[src/rtl/irq_agg_pkg.sv]
package irq_agg_pkg;

    typedef struct packed {
        logic gie;
        logic grp_en;
        logic ext_en;
        logic tmr_en;
        logic chg_en;
        logic tmr_f;
        logic ext_f;
        logic chg_f;
        logic pol;
    } ctrl_t;

    localparam logic [1:0] ADDR_CTRL = 2'd0;
    localparam logic [1:0] ADDR_POL  = 2'd1;
    localparam logic [1:0] ADDR_PFLG = 2'd2;
    localparam logic [1:0] ADDR_PEN  = 2'd3;

endpackage

[src/rtl/irq_pin_edge.sv]
module irq_pin_edge #(
    parameter int SYNC_STAGES = 2
) (
    input  logic clk,
    input  logic rst_n,
    input  logic pin,
    input  logic rising,
    output logic edge_hit
);
    typedef struct packed {
        logic [SYNC_STAGES-1:0] sync;
        logic                   prev;
    } edge_st_t;

    edge_st_t st_d, st_q;
    logic     cur;

    assign cur = st_q.sync[SYNC_STAGES-1];

    always_comb begin
        st_d      = st_q;
        st_d.sync = {st_q.sync[SYNC_STAGES-2:0], pin};
        st_d.prev = cur;
    end

    always_ff @(posedge clk or negedge rst_n) begin
        if (!rst_n) st_q <= '0;
        else        st_q <= st_d;
    end

    assign edge_hit = rising ? (cur & ~st_q.prev) : (~cur & st_q.prev);

endmodule

[src/rtl/irq_src_gate.sv]
module irq_src_gate
    import irq_agg_pkg::*;
#(
    parameter int NUM_PERIPH = 6
) (
    input  ctrl_t                 ctrl,
    input  logic [NUM_PERIPH-1:0] pflag,
    input  logic [NUM_PERIPH-1:0] pen,
    output logic                  wake,
    output logic                  irq
);
    logic core_hit;
    logic grp_hit;

    always_comb begin
        core_hit = (ctrl.ext_f & ctrl.ext_en) |
                   (ctrl.tmr_f & ctrl.tmr_en) |
                   (ctrl.chg_f & ctrl.chg_en);
        grp_hit  = ctrl.grp_en & (|(pflag & pen));
        wake     = core_hit | grp_hit;
        irq      = ctrl.gie & wake;
    end

endmodule

[src/rtl/irq_aggregator.sv]
module irq_aggregator
    import irq_agg_pkg::*;
#(
    parameter int               NUM_PERIPH  = 6,
    parameter int               SYNC_STAGES = 2,
    parameter int               VEC_W       = 13,
    parameter logic [VEC_W-1:0] VEC_ADDR    = 13'h0004
) (
    input  logic                  clk,
    input  logic                  rst_n,
    input  logic                  ext_pin,
    input  logic                  tmr_ovf,
    input  logic                  port_chg,
    input  logic [NUM_PERIPH-1:0] periph_set,
    input  logic                  wr_en,
    input  logic [1:0]            addr,
    input  logic [7:0]            wr_data,
    output logic [7:0]            rd_data,
    input  logic                  irq_ack,
    output logic                  irq_req,
    output logic                  wake_req,
    output logic [VEC_W-1:0]      vector_addr
);
    localparam int DATA_W = 8;

    typedef struct packed {
        ctrl_t                 c;
        logic [NUM_PERIPH-1:0] pf;
        logic [NUM_PERIPH-1:0] pe;
    } state_t;

    state_t st_d, st_q;
    logic   ext_edge;

    irq_pin_edge #(.SYNC_STAGES(SYNC_STAGES)) u_edge (
        .clk      (clk),
        .rst_n    (rst_n),
        .pin      (ext_pin),
        .rising   (st_q.c.pol),
        .edge_hit (ext_edge)
    );

    irq_src_gate #(.NUM_PERIPH(NUM_PERIPH)) u_gate (
        .ctrl  (st_q.c),
        .pflag (st_q.pf),
        .pen   (st_q.pe),
        .wake  (wake_req),
        .irq   (irq_req)
    );

    always_comb begin
        st_d = st_q;
        // software write first; hardware events below override it
        if (wr_en) begin
            case (addr)
                ADDR_CTRL: begin
                    st_d.c.gie    = wr_data[7];
                    st_d.c.grp_en = wr_data[6];
                    st_d.c.ext_en = wr_data[5];
                    st_d.c.tmr_en = wr_data[4];
                    st_d.c.chg_en = wr_data[3];
                    st_d.c.tmr_f  = wr_data[2];
                    st_d.c.ext_f  = wr_data[1];
                    st_d.c.chg_f  = wr_data[0];
                end
                ADDR_POL:  st_d.c.pol = wr_data[0];
                ADDR_PFLG: st_d.pf    = wr_data[NUM_PERIPH-1:0];
                default:   st_d.pe    = wr_data[NUM_PERIPH-1:0];
            endcase
        end
        if (ext_edge) st_d.c.ext_f = 1'b1;
        if (tmr_ovf)  st_d.c.tmr_f = 1'b1;
        if (port_chg) st_d.c.chg_f = 1'b1;
        st_d.pf = st_d.pf | periph_set;
        if (irq_ack)  st_d.c.gie = 1'b0;
    end

    always_ff @(posedge clk or negedge rst_n) begin
        if (!rst_n) st_q <= '0;
        else        st_q <= st_d;
    end

    always_comb begin
        rd_data = '0;
        case (addr)
            ADDR_CTRL: rd_data = {st_q.c.gie, st_q.c.grp_en, st_q.c.ext_en,
                                  st_q.c.tmr_en, st_q.c.chg_en, st_q.c.tmr_f,
                                  st_q.c.ext_f, st_q.c.chg_f};
            ADDR_POL:  rd_data[0] = st_q.c.pol;
            ADDR_PFLG: rd_data[NUM_PERIPH-1:0] = st_q.pf;
            default:   rd_data[NUM_PERIPH-1:0] = st_q.pe;
        endcase
    end

    assign vector_addr = VEC_ADDR;

    if (NUM_PERIPH > DATA_W) begin : g_bad_width
        initial $error("NUM_PERIPH exceeds register width");
    end

endmodule

[config.mk]
export PLATFORM = sky130hd
export DESIGN_NAME = irq_aggregator
export DESIGN_NICKNAME = d
export VERILOG_FILES = /design/src/rtl/irq_agg_pkg.sv /design/src/rtl/irq_pin_edge.sv /design/src/rtl/irq_src_gate.sv /design/src/rtl/irq_aggregator.sv
export SDC_FILE = /design/constraint.sdc
export NUM_CORES = 1
export LEC_CHECK = 0
export ABC_AREA = 1
export BUFFER_PORTS_ARGS = -buffer_cell sky130_fd_sc_hd__buf_4
export CORE_MARGIN = 2
export CORE_UTILIZATION = 49
export DETAILED_ROUTE_END_ITERATION = 12
export PLACE_DENSITY = 0.85
export SKIP_CTS_REPAIR_TIMING = 1
export SKIP_LAST_GASP = 1
export SYNTH_ARGS = -nofsm -noshare
export SYNTH_HDL_FRONTEND = slang
export SYNTH_SLANG_ARGS = --single-unit
export TNS_END_PERCENT = 5
[constraint.sdc]
create_clock -name clk -period 1.15 [get_ports clk]
set_input_delay 0.23 -clock clk [delete_from_list [all_inputs] [get_ports clk]]
set_output_delay 0.23 -clock clk [all_outputs]
set_load 0.005 [all_outputs]
# ---- After elaboration in Yosys (flattened, before gate mapping)
# Cells that the tools add are included.
dict set report word_totals {
  input_bits 23
  reg_bits 24
  romBits 0
  mem_count 0
  latchBits 0
  mem_bits_rw 0
  word_cells 61
  output_inout_bits 23
}
dict set report op_classes {
  order_cmp 0
  n_addsub 0
  shifts 0
  muxes 13
  div_mod_pow 0
  multipliers 0
  n_eq_ne 2
  reduce_logical 18
  n_bitwise 15
}
# cell count
set op_table {}
lappend op_table {{two-way mux 21 bit} 1}
lappend op_table {{nonzero test 2 bit} 8}
lappend op_table {{case mux 5 bit (3 select lines)} 1}
lappend op_table {{AND reduction 2 bit} 7}
lappend op_table {{two-way mux 6 bit} 2}
lappend op_table {{two-way mux 8 bit} 1}
lappend op_table {{bitwise AND 1 bit} 7}
lappend op_table {{bitwise AND 6 bit} 1}
lappend op_table {{two-way mux 1 bit} 6}
lappend op_table {{OR 6 bit} 1}
lappend op_table {{OR reduction 6 bit} 1}
lappend op_table {{NOT 1 bit} 3}
lappend op_table {{OR 1 bit} 3}
lappend op_table {{case mux 1 bit (3 select lines)} 1}
lappend op_table {{OR reduction 3 bit} 1}
lappend op_table {{== test 2 x 1 -> 1 bit (second input constant)} 1}
lappend op_table {{== test 2 bit (second input constant)} 1}
lappend op_table {{zero test 2 bit} 1}
lappend op_table {{two-way mux 2 bit} 1}

# ---- Logic depth before layout (Yosys ltp)
dict set report depth {
  word_depth 5
  ltp_mapped 7
}

# ---- By module
# From an unflattened synthesis, not the netlist that was laid out.
dict set report unflattened {
  hier_cells 171
  area_unflattened_um2 1318.8
}
# module area_each_um2 cells_per_inst n_inst
set modules_own_cells {}
lappend modules_own_cells {irq_aggregator 1134.8 142 1}
lappend modules_own_cells {irq_pin_edge 100.1 9 1}
lappend modules_own_cells {irq_src_gate 83.8 20 1}

# ---- Worst setup path before layout
# OpenSTA, ideal clock, no wires.
dict set report synth_path {
  kind {reg-to-output}
  start {reg st_q[3] (netlist bit)}
  end {out irq_req}
  path_buffers 0
  stages_incl_launch_ff 7
  t_arrival_ns 0.747
  slack_ns 0.173
  cell_sequence {dfrtp_1 nand2_1 nand2_1 nor2_1 nand2_1 nand2_1 a21oi_1}
}
dict set report synth_via {
  elab_chain_cells 5
}
# element line
set synth_lines {}
lappend synth_lines {{from (decl)} irq_aggregator.sv:32} ;# state_t st_d, st_q;
lappend synth_lines {{from (signal assigned)} irq_aggregator.sv:80} ;# else st_q <= st_d;
lappend synth_lines {{bitwise AND 6 bit} irq_src_gate.sv:19} ;# grp_hit = ctrl.grp_en & (|(pflag & pen));
lappend synth_lines {{OR reduction 6 bit} irq_src_gate.sv:19}
lappend synth_lines {{bitwise AND 1 bit} irq_src_gate.sv:19}
lappend synth_lines {{OR 1 bit} irq_src_gate.sv:20} ;# wake = core_hit | grp_hit;
lappend synth_lines {{bitwise AND 1 bit} irq_src_gate.sv:21} ;# irq = ctrl.gie & wake;
lappend synth_lines {{to (decl)} irq_aggregator.sv:20} ;# output logic irq_req,
# Every way passes these cells.

# ---- Worst setup path after layout
dict set report layout_path {
  start {reg st_q[16] (netlist bit)}
  end {out irq_req}
}
dict set report layout_via {
  elab_chain_cells 4
}
# element line
set layout_lines {}
lappend layout_lines {{bitwise AND 1 bit} irq_src_gate.sv:18} ;# (ctrl.chg_f & ctrl.chg_en);
lappend layout_lines {{OR 1 bit} irq_src_gate.sv:17} ;# (ctrl.tmr_f & ctrl.tmr_en) |
lappend layout_lines {{OR 1 bit} irq_src_gate.sv:20}
lappend layout_lines {{bitwise AND 1 bit} irq_src_gate.sv:21}
# Every way passes these cells.

==> flow_summary.toml <==
[placement]
dpl.hpwl_mm = 2.131
gp_congestion = 0.8560
dpl_cell_area_um2 = 1574
numPortBuffers = 32

[run]
cap_violations = 0

[yosys]
netlist.area_leader.share_pct = 46.07
synth-compound-area-share_pct = 15.64
ys_warn_count = 0
syn_area_um2 = 1304
synthCells = 158
ys_top_cells_by_area = "dfrtp_1, nand2_1, buf_4"
yosysUniqueCellTypes = 21
synthXorXnorAreaFrac_pct = 0
ys_seq_area_share_pct = 46.07
synth_top_cell_by_area = "dfrtp_1"
synthAdderAreaFrac_pct = 0
avgSynthCellArea_um2 = 8.252
synth_top_family_by_area = "simple AND/OR/NAND/NOR gates"
synth_mux_area_share_pct = 0
ys_ff_latch = 24
yosys.area_share.simple_pct = 22.46

[finish]
n_fill_cell = 220
final_cell_mix = "nand2_1, buf_4, dfrtp_1, inv_1, conb_1"
nets = 227
final_common_cell = "nand2_1"
syn2layout_area_growth_pct = 26.58
design_area_um2 = 1650
antennaDiodeCount = 0
fin_util_pct = 66.02
drive_gt1_share_pct = 35.96

[worst_setup_path]
cp_common_cell = "nand2_1"
crit_end = "irq_req"
path_depth = 5
rr_worst_depth = 3
cp.arrival_ns = 1.35
cp_cell_sequence = "nand2_1 > nand2_1 > a21oi_1 > a21oi_2 > buf_4"
criticalPathCategory = "flip-flop to output pin"
setup.worst_path.start = "st_q[16]"
r2r-start = "st_q[13]"
r2r-end = "st_q[13]"
path_buf_inv = 1
critPathRequiredTime_ns = 0.92
cp_top_family = "flip-flops"
cp_max_fo = 3
max_stage_delay_ns = 0.44
end_kind = "output pin"
worst_setup_path_start_kind = "flip-flop"
crit_path_top_delay_cell = "dfrtp_1"
ff2ff_setup_slack_ns = 0.29

[power_and_ir_drop]
powerDensity_nw_per_um2 = 1187
p_sw_w = 0.0005728
ir_drop_uv = 907.3
p_int_w = 0.001386
p_seq_share_pct = 50.8
p_sw_share_pct = 29.24
power_leakage_nw = 0.8518
combPwrFrac_pct = 26.7
power_frac_clock_pct = 22.5

[clock_tree]
cts_buffers = 3
cts_tree = "built"
cts_sinks = 24
clk_pin_slew_ns = 0.13
clockRootBuffer = "clkbuf_4"
h-tree-depth = 1
clk_latency_ns = 0.31
cts.path.max_buffers = 2

[detailed_routing]
wl_per_cell_um = 12.15
finalWirelength_mm = 2.832
viasPerCell = 4.811
first_pass_iters = 4
drtAntennaViolNets = 0
drt_iter0_markers = 30
drc = 0
vias = 1121

[timing]
setup-violations-final = 10
worst_slack_ns = -0.4344
hold_viol_final = 0
rsz0062_at_grt = "yes"
fin_crit_ns = 1.584
fmaxAchievable_mhz = 631.1
fin_crit_sh_pct = 137.8
fin_worst_skew_ns = 0.0005436
slew_viol_final = 0

[run_status]
outcome = "complete, but fails checks"
violations = "negative setup slack"

[floorplan]
floorplan.initialDensity_pct = 52.15
die_h_um = 55.58
row_count = 18
die_w_um = 55.58
core_um2 = 2500
io_pins = 46
die_area_um2 = 3089

[grt]
track_usage_pct = 18.60
grt_pass1_vias = 1123
grt_first_pass_wirelength_mm = 4.581
grt_max_degree = 25
antenna_found_initial = 0
grt-ovfl-total = 0

[min_path]
hp-class = "primary input to flip-flop"
final cells by class:
class	count	area, um^2	share of cell area [%]
Tap cell	30	37.54	2.274
Timing Repair Buffer	46	354.1	21.46
Inverter	18	67.56	4.094
Multi-Input combinational cell	111	554.3	33.59
Clock buffer	4	36.28	2.199
Sequential cell	24	600.6	36.39
per-layer routing:
layer  up-vias  GRT usage (%)  wire, um
met4         0          7.666        40
met2        40          32.14      1446
met5         -              0         0
met3         6          3.721       151
met1       513          22.54      1193
li1        562              -         -
cell usage after synthesis:
master,n
nand2_1,46
dfrtp_1,24
inv_1,15
buf_4,13
o21ai_1,11
nand3_1,7
a21oi_1,6
o21ai_2,6
nand2_2,5
nor2_1,5
a21oi_2,4
buf_6,3
inv_2,3
conb_1,2
o21ai_0,2
a211oi_2,1
nand2_4,1
nand4_1,1
nor2_2,1
nor2_4,1
o2111ai_1,1
sequential cells by signal, indices dropped and copies added, names as in the netlist:
signal and cells:
u_edge.st_q 1, u_edge.cur 1, u_edge.st_d 1, st_q 21
stage by stage:
| stage | cells | setup TNS (ns) | total power (W) | hold WS, ns | setup slack [ns] |
|---|---|---|---|---|---|
| finish | 233 | -2.260 | 0.001959 | 0.04728 | -0.4344 |
| global route | 233 | -2.876 | 0.002070 | 0.03307 | -0.4988 |
| CTS | 230 | -2.205 | 0.001941 | -0.2075 | -0.4014 |
| detailed placement | 226 | -0.1163 | 0.001507 | 0.1425 | -0.03066 |
| global placement | 226 | 0 | 0.001490 | 0.1402 | 0.001673 |
| floorplan | 169 | 0 | 0.001283 | -0.06559 | 0.1729 |
power by group through the flow:
stage | sequential [W] | combinational (W) | clock (W)
floorplan | 0.00100 | 0.000280 | 0
global placement | 0.00100 | 0.000486 | 0
detailed placement | 0.00101 | 0.000498 | 0
CTS | 0.000993 | 0.000503 | 0.000446
global route | 0.00101 | 0.000582 | 0.000483
finish | 0.000994 | 0.000524 | 0.000441
worst min path at each step:
stage | from | to | depth (start not counted)
global route | irq_ack | st_q[20] | 2
global placement | rst_n | st_q[12] | 1
CTS | rst_n | st_q[12] | 1
finish | irq_ack | st_q[20] | 2
floorplan | rst_n | st_q[0] | 0
detailed placement | rst_n | st_q[12] | 1
cells by family after synthesis:
group,after synthesis
simple gates,67
buf+inv,34
compound gates,31
flops,24
other cells,2
No activity file was read; power rests on OpenSTA's default activity.
